$ cat config.mk
export PLATFORM = sky130hd
export DESIGN_NAME = acc_cpu
export DESIGN_NICKNAME = d
export VERILOG_FILES = /design/src/rtl/accpu_pkg.sv /design/src/rtl/accpu_ctrl.sv /design/src/rtl/accpu_datapath.sv /design/src/rtl/acc_cpu.sv
export SDC_FILE = /design/constraint.sdc
export NUM_CORES = 1
export LEC_CHECK = 0
export BUFFER_PORTS_ARGS = -buffer_cell sky130_fd_sc_hd__buf_2
export CAP_MARGIN = 25
export CORE_ASPECT_RATIO = 0.7
export CORE_MARGIN = 5
export CORE_UTILIZATION = 35
export CTS_CLUSTER_DIAMETER = 80
export DETAILED_ROUTE_END_ITERATION = 10
export PLACE_DENSITY = 0.64
export SYNTH_ARGS = -nofsm -noshare
export SYNTH_HDL_FRONTEND = slang
export SYNTH_SLANG_ARGS = --single-unit
$ cat constraint.sdc
create_clock -name clk -period 2.5 [get_ports clk]
set_input_delay 0.5 -clock clk [delete_from_list [all_inputs] [get_ports clk]]
set_output_delay 0.5 -clock clk [all_outputs]
set_load 0.02 [all_outputs]
$ cat src/rtl/accpu_pkg.sv
package accpu_pkg;

  localparam int OP_W = 4;

  typedef enum logic [OP_W-1:0] {
    OP_NOP  = 4'h0, OP_LDA = 4'h1, OP_STA = 4'h2, OP_ADD = 4'h3,
    OP_SUB  = 4'h4, OP_IN  = 4'h5, OP_OUT = 4'h6, OP_JMP = 4'h7,
    OP_JN   = 4'h8, OP_HLT = 4'h9, OP_CMP = 4'hA, OP_JG  = 4'hB,
    OP_JE   = 4'hC, OP_JL  = 4'hD, OP_SP0 = 4'hE, OP_SP1 = 4'hF
  } opcode_e;

  typedef enum logic [2:0] {
    ACC_KEEP, ACC_FROM_B, ACC_SUM, ACC_DIFF, ACC_FROM_IN
  } accSel_e;

  typedef struct packed {
    logic    loadIr;
    logic    incPc;
    logic    jumpPc;
    logic    loadB;
    accSel_e accSel;
    logic    setFlags;
    logic    memWrite;
    logic    addrOperand;
    logic    loadOut;
  } ctrl_t;

endpackage

$ cat src/rtl/accpu_ctrl.sv
module accpu_ctrl
  import accpu_pkg::*;
(
  input  logic    clk,
  input  logic    rst,
  input  opcode_e opcode,
  input  logic    flagGt,
  input  logic    flagEq,
  input  logic    flagLt,
  input  logic    accNeg,
  output ctrl_t   ctrl,
  output logic    halted
);

  typedef enum logic [2:0] {
    S_FETCH, S_DECODE, S_OPER, S_LOADB, S_EXEC, S_HALT
  } state_e;

  state_e state, stateNext;

  always_ff @(posedge clk) begin
    if (rst) state <= S_FETCH;
    else     state <= stateNext;
  end

  always_comb begin
    ctrl      = '0;
    stateNext = state;
    unique case (state)
      S_FETCH:  stateNext = S_DECODE;
      S_DECODE: begin
        ctrl.loadIr = 1'b1;
        ctrl.incPc  = 1'b1;
        stateNext   = S_OPER;
      end
      S_OPER: begin
        ctrl.addrOperand = 1'b1;
        stateNext        = S_FETCH;
        case (opcode)
          OP_LDA, OP_ADD, OP_SUB, OP_CMP: stateNext = S_LOADB;
          OP_STA: ctrl.memWrite = 1'b1;
          OP_IN:  ctrl.accSel   = ACC_FROM_IN;
          OP_OUT: ctrl.loadOut  = 1'b1;
          OP_JMP: ctrl.jumpPc   = 1'b1;
          OP_JN:  ctrl.jumpPc   = accNeg;
          OP_JG:  ctrl.jumpPc   = flagGt;
          OP_JE:  ctrl.jumpPc   = flagEq;
          OP_JL:  ctrl.jumpPc   = flagLt;
          OP_HLT: stateNext     = S_HALT;
          default: ;
        endcase
      end
      S_LOADB: begin
        ctrl.loadB = 1'b1;
        stateNext  = S_EXEC;
      end
      S_EXEC: begin
        stateNext = S_FETCH;
        case (opcode)
          OP_LDA:  ctrl.accSel   = ACC_FROM_B;
          OP_ADD:  ctrl.accSel   = ACC_SUM;
          OP_SUB:  ctrl.accSel   = ACC_DIFF;
          OP_CMP:  ctrl.setFlags = 1'b1;
          default: ;
        endcase
      end
      S_HALT:   stateNext = S_HALT;
      default:  stateNext = S_FETCH;
    endcase
  end

  assign halted = (state == S_HALT);


  halt_sticky_chk: assert property (@(posedge clk) disable iff (rst)
    halted |=> halted);


  halt_quiet_chk: assert property (@(posedge clk) disable iff (rst)
    halted |-> !ctrl.memWrite && !ctrl.loadOut && !ctrl.loadIr);


  write_pulse_chk: assert property (@(posedge clk) disable iff (rst)
    ctrl.memWrite |=> !ctrl.memWrite);

endmodule

$ cat src/rtl/accpu_datapath.sv
module accpu_datapath
  import accpu_pkg::*;
#(
  parameter int DATA_W = 16,
  parameter int ADDR_W = 12
)(
  input  logic              clk,
  input  logic              rst,
  input  ctrl_t             ctrl,
  input  logic [DATA_W-1:0] memRdata,
  input  logic [DATA_W-1:0] inData,
  output logic [ADDR_W-1:0] memAddr,
  output logic [DATA_W-1:0] memWdata,
  output logic [DATA_W-1:0] outData,
  output logic              outStrobe,
  output opcode_e           opcode,
  output logic              flagGt,
  output logic              flagEq,
  output logic              flagLt,
  output logic              accNeg
);

  localparam logic [ADDR_W-1:0] PC_STEP = ADDR_W'(1);

  logic [ADDR_W-1:0] pc;
  logic [DATA_W-1:0] ir, acc, bReg, outReg;
  logic [ADDR_W-1:0] irOperand;
  logic              outStb;

  assign irOperand = ir[ADDR_W-1:0];
  assign opcode    = opcode_e'(ir[DATA_W-1 -: OP_W]);
  assign accNeg    = acc[DATA_W-1];
  assign memAddr   = ctrl.addrOperand ? irOperand : pc;
  assign memWdata  = acc;
  assign outData   = outReg;
  assign outStrobe = outStb;

  always_ff @(posedge clk) begin
    if (rst) begin
      pc     <= '0;
      ir     <= '0;
      acc    <= '0;
      bReg   <= '0;
      outReg <= '0;
      outStb <= 1'b0;
      {flagGt, flagEq, flagLt} <= 3'b000;
    end else begin
      if (ctrl.loadIr) ir <= memRdata;
      if (ctrl.incPc)       pc <= pc + PC_STEP;
      else if (ctrl.jumpPc) pc <= irOperand;
      if (ctrl.loadB) bReg <= memRdata;
      case (ctrl.accSel)
        ACC_FROM_B:  acc <= bReg;
        ACC_SUM:     acc <= acc + bReg;
        ACC_DIFF:    acc <= acc - bReg;
        ACC_FROM_IN: acc <= inData;
        default:     ;
      endcase
      if (ctrl.setFlags) begin
        flagGt <= $signed(acc) >  $signed(bReg);
        flagEq <= acc == bReg;
        flagLt <= $signed(acc) <  $signed(bReg);
      end
      outStb <= ctrl.loadOut;
      if (ctrl.loadOut) outReg <= acc;
    end
  end


  flags_onehot0_chk: assert property (@(posedge clk) disable iff (rst)
    $onehot0({flagGt, flagEq, flagLt}));


  flags_set_one_chk: assert property (@(posedge clk) disable iff (rst)
    ctrl.setFlags |=> $onehot({flagGt, flagEq, flagLt}));


  cmp_acc_hold_chk: assert property (@(posedge clk) disable iff (rst)
    ctrl.setFlags |=> $stable(acc));


  pc_hold_chk: assert property (@(posedge clk) disable iff (rst)
    !(ctrl.incPc || ctrl.jumpPc) |=> $stable(pc));


  strobe_width_chk: assert property (@(posedge clk) disable iff (rst)
    outStrobe |=> !outStrobe);

endmodule

$ cat src/rtl/acc_cpu.sv
module acc_cpu
  import accpu_pkg::*;
#(
  parameter int DATA_W = 16,
  parameter int ADDR_W = 12
)(
  input  logic              clk,
  input  logic              rst,
  output logic [ADDR_W-1:0] memAddr,
  output logic [DATA_W-1:0] memWdata,
  input  logic [DATA_W-1:0] memRdata,
  output logic              memWe,
  input  logic [DATA_W-1:0] inData,
  output logic [DATA_W-1:0] outData,
  output logic              outStrobe,
  output logic              halted
);

  ctrl_t   ctrlBus;
  opcode_e opcode;
  logic    flagGt, flagEq, flagLt, accNeg;

  accpu_ctrl u_ctrl (
    .clk(clk), .rst(rst), .opcode(opcode),
    .flagGt(flagGt), .flagEq(flagEq), .flagLt(flagLt), .accNeg(accNeg),
    .ctrl(ctrlBus), .halted(halted)
  );

  accpu_datapath #(.DATA_W(DATA_W), .ADDR_W(ADDR_W)) u_dp (
    .clk(clk), .rst(rst), .ctrl(ctrlBus), .memRdata(memRdata),
    .inData(inData), .memAddr(memAddr), .memWdata(memWdata),
    .outData(outData), .outStrobe(outStrobe), .opcode(opcode),
    .flagGt(flagGt), .flagEq(flagEq), .flagLt(flagLt), .accNeg(accNeg)
  );

  assign memWe = ctrlBus.memWrite;

endmodule

==> results.cfg <==
[sta]
rsz0062_at_grt = yes
finalHoldWorstSlack_ns = 0.400
relSlewSlack = 0.492
period_minus_slack_ns = 2.47
final_hold_viol_count = 0
timing.fmax_ghz = 0.405
drv_slew = 0
finalCritPeriodShare = 0.987
skew_ns = 0.0128
setup-violations-final = 0
setup_tns_ns = 0
tightest_slew_ns = 0.762

[worst_setup_path]
r2r_slack_ns = 0.03
cp-startpoint = u_dp.memWdata[0]
cp.arrival_ns = 2.73
startpoint_type = flop
critical_path_class = reg2reg
r2r_start = u_dp.memWdata[0]
endpoint = u_dp.memWdata[12]
crit_required_ns = 2.76
path_max_fanout = 3
crit_path_end_kind = flop
rr_endpoint = u_dp.memWdata[12]
r2r.worst_path.cells = 10

[drt]
drc = 0
antenna_left = 0
drt-vias-per-instance = 5.65
first_pass_iters = 5
drt_iter0_markers = 520
wl_per_cell_um = 18.5
routed_wirelength_um = 19500
vias = 5958

[synth]
ys_seq_elements = 83
synthArstFlopShare = 0
ys.flop_type = dfxtp_1
yosysWarningCount = 0
syn_area_um2 = 5570
synth.distinct_cells = 76
ys_top_cells_by_area = dfxtp_1, nand2_1, a21oi_1
synth-edff-count = 0
synth_top_area_frac = 0.298
ys_seq_area_frac = 0.298
syn_area_per_cell_um2 = 7.63
synth_cells = 731
syn-num-nets = 800
synth_top_area_cell = dfxtp_1

[clock_tree]
cts_buffer_depth = 2
numClockSinks = 83
clk_pin_slew_worst_paths_ns = 0.07
h-tree-depth = 3
cts_made_buffers = 9
insertion_delay_ns = 0.35
ctsHoldBuffers = 0
cts_tree = built
cts_root_buffer = clkbuf_16

[hold_path]
hold_class = in2reg
hold_start = memRdata[0]
holdPathStages = 3

[global_route]
grt_pass1_wl_um = 30300
grt_pass1_vias = 5606
grt_util_all_layers = 0.203
grt_max_degree = 31
grt_overflow = 0
antenna_found_initial = 0

[power]
irDropWorstVdd_mv = 0.279
p_leak_nw = 2.95
power_per_cell_area_nw_per_um2 = 466

[place]
dpl_cell_area_um2 = 6560
gp_congestion = 0.955
hpwl_um = 14500
io_buffers = 80

[layout]
final_area_um2 = 7080
drive_above_1_share = 0.282
nets = 919
area.growth.synth_to_final_pct = 27.1
antenna_cells = 0

[floorplan]
fp-row-count = 38
start_util = 0.359
die-height_um = 116
fp.dieW_um = 161
die_area_um2 = 18600
core-area_um2 = 15500
io_pins = 81

[job]
drv_cap = 0

[run_status]
outcome = complete, no violations
## report_power, final
part | internal, W | switching (W) | leakage (nW)
Sequential | 0.00136 | 0.0000375 | 0.675
Combinational | 0.000237 | 0.000325 | 2.14
Clock | 0.000737 | 0.000603 | 0.139
Total | 0.00234 | 0.000966 | 2.95
## worst max-delay path: stages (launching register included)
cell and delay [ns]:
dfxtp_2 0.34, inv_2 0.05, ha_4 0.15, fa_2 0.38, nor2b_4 0.17, o31ai_4 0.12
a221oi_4 0.33, o31ai_2 0.10, or3_1 0.30, and3_1 0.19, a221oi_2 0.25
## synth_stat cells (3+ instances only)
cell and number:
a211oi_1 9, mux2i_1 5, o21bai_1 5, nand3_1 14, a31oi_1 8, or3_1 3
nand4_1 4, o211ai_1 6, inv_1 32, a21oi_1 88, mux2_2 13, o22ai_1 4
nand2b_1 12, nor2b_1 9, nor3_1 10, buf_2 9, o31a_1 3, and2_1 7
nor2_1 42, a311oi_1 3, ha_1 33, and4_1 3, dfxtp_1 83, o31ai_1 4
a221oi_1 10, a21o_1 10, nand2_1 131, and3_1 9, xor2_1 3, clkbuf_1 37
nand3b_1 8, o21a_1 8, o21ai_0 41, or2_2 4, a211o_1 5
## sequential cells by signal, indices dropped and copies added (netlist names), 3 cells and up
register,cells
u_dp.bReg,16
u_ctrl.state,3
u_dp.pc,12
u_dp.memWdata,16
u_dp.outData,16
u_dp.ir,16
## metal layers
metal	track usage	vias up	routed length (um)
met5	0	-	0
met4	0.0494	0	308
met3	0.0562	23	1660
met2	0.282	234	7790
met1	0.309	2839	9720
li1	-	2862	-
## metrics by stage
step	setup WS, ns	utilization	instances	total power, W
6_report	0.0318	0.456	1055	0.00330
5_1_grt	-0.0553	0.456	1055	0.00343
4_1_cts	-0.0251	0.446	1053	0.00328
3_5_place_dp	-0.135	0.422	1032	0.00194
3_3_place_gp	-0.0639	0.422	1032	0.00194
2_1_floorplan	0.00490	-	731	0.00175
## layout make-up
class                           count  area (um^2)
Fill cell                        1585         8460
Multi-Input combinational cell    569         3770
Sequential cell                    83         1670
Timing Repair Buffer              155          980
Clock buffer                       12          256
Tap cell                          200          250
Inverter                           32          120
Clock inverter                      4         33.8
## how the worst min path moves through the flow
stage                        to  slack [ns]
2_1_floorplan     u_dp.bReg[15]        0.44
3_3_place_gp   u_dp.outData[13]        0.44
3_5_place_dp   u_dp.outData[14]        0.45
4_1_cts            u_dp.bReg[2]        0.39
5_1_grt            u_dp.bReg[2]        0.40
6_report           u_dp.bReg[0]        0.40
## cells in the final DEF, fill, tap and decap left out, types with 5 or more instances in the layout
cell type	synthesis	layout
a21oi_1	88	87
a21o_1	10	10
mux2i_1	5	5
a221oi_1	10	8
inv_1	32	30
nand2b_1	12	12
clkbuf_16	0	9
nor2b_1	9	8
nand3_1	14	14
and3_1	9	9
a31oi_1	8	6
o21ai_0	41	36
mux2_2	13	13
dfxtp_1	83	77
nor3_1	10	9
nand2_1	131	131
o21a_1	8	8
o211ai_1	6	6
nand3b_1	8	8
a211oi_1	9	8
nor2_1	42	42
dfxtp_2	0	6
ha_1	33	27
buf_2	9	80
a211o_1	5	5
and2_1	7	6
buf_4	1	73
## cells by family (layout without fill, tap and decap cells)
logic type,after synthesis,in the layout,synth area share
xor gates and xnor gates,5,5,0.00786
and+or+nand+nor,273,273,0.234
muxes,18,18,0.0352
adders and majority gates,35,35,0.0813
buffers and inverters,79,203,0.0559
DFF,83,83,0.298
AOI/OAI and AO/OA,238,238,0.287
## what timing repair did
item	in CTS	in global routing
pin swaps	11	22
gates cloned	0	0
setup buffers	5	2
setup endpoints to repair	5	19
resized for setup	10	37
(Power assumes the default switching activity.)
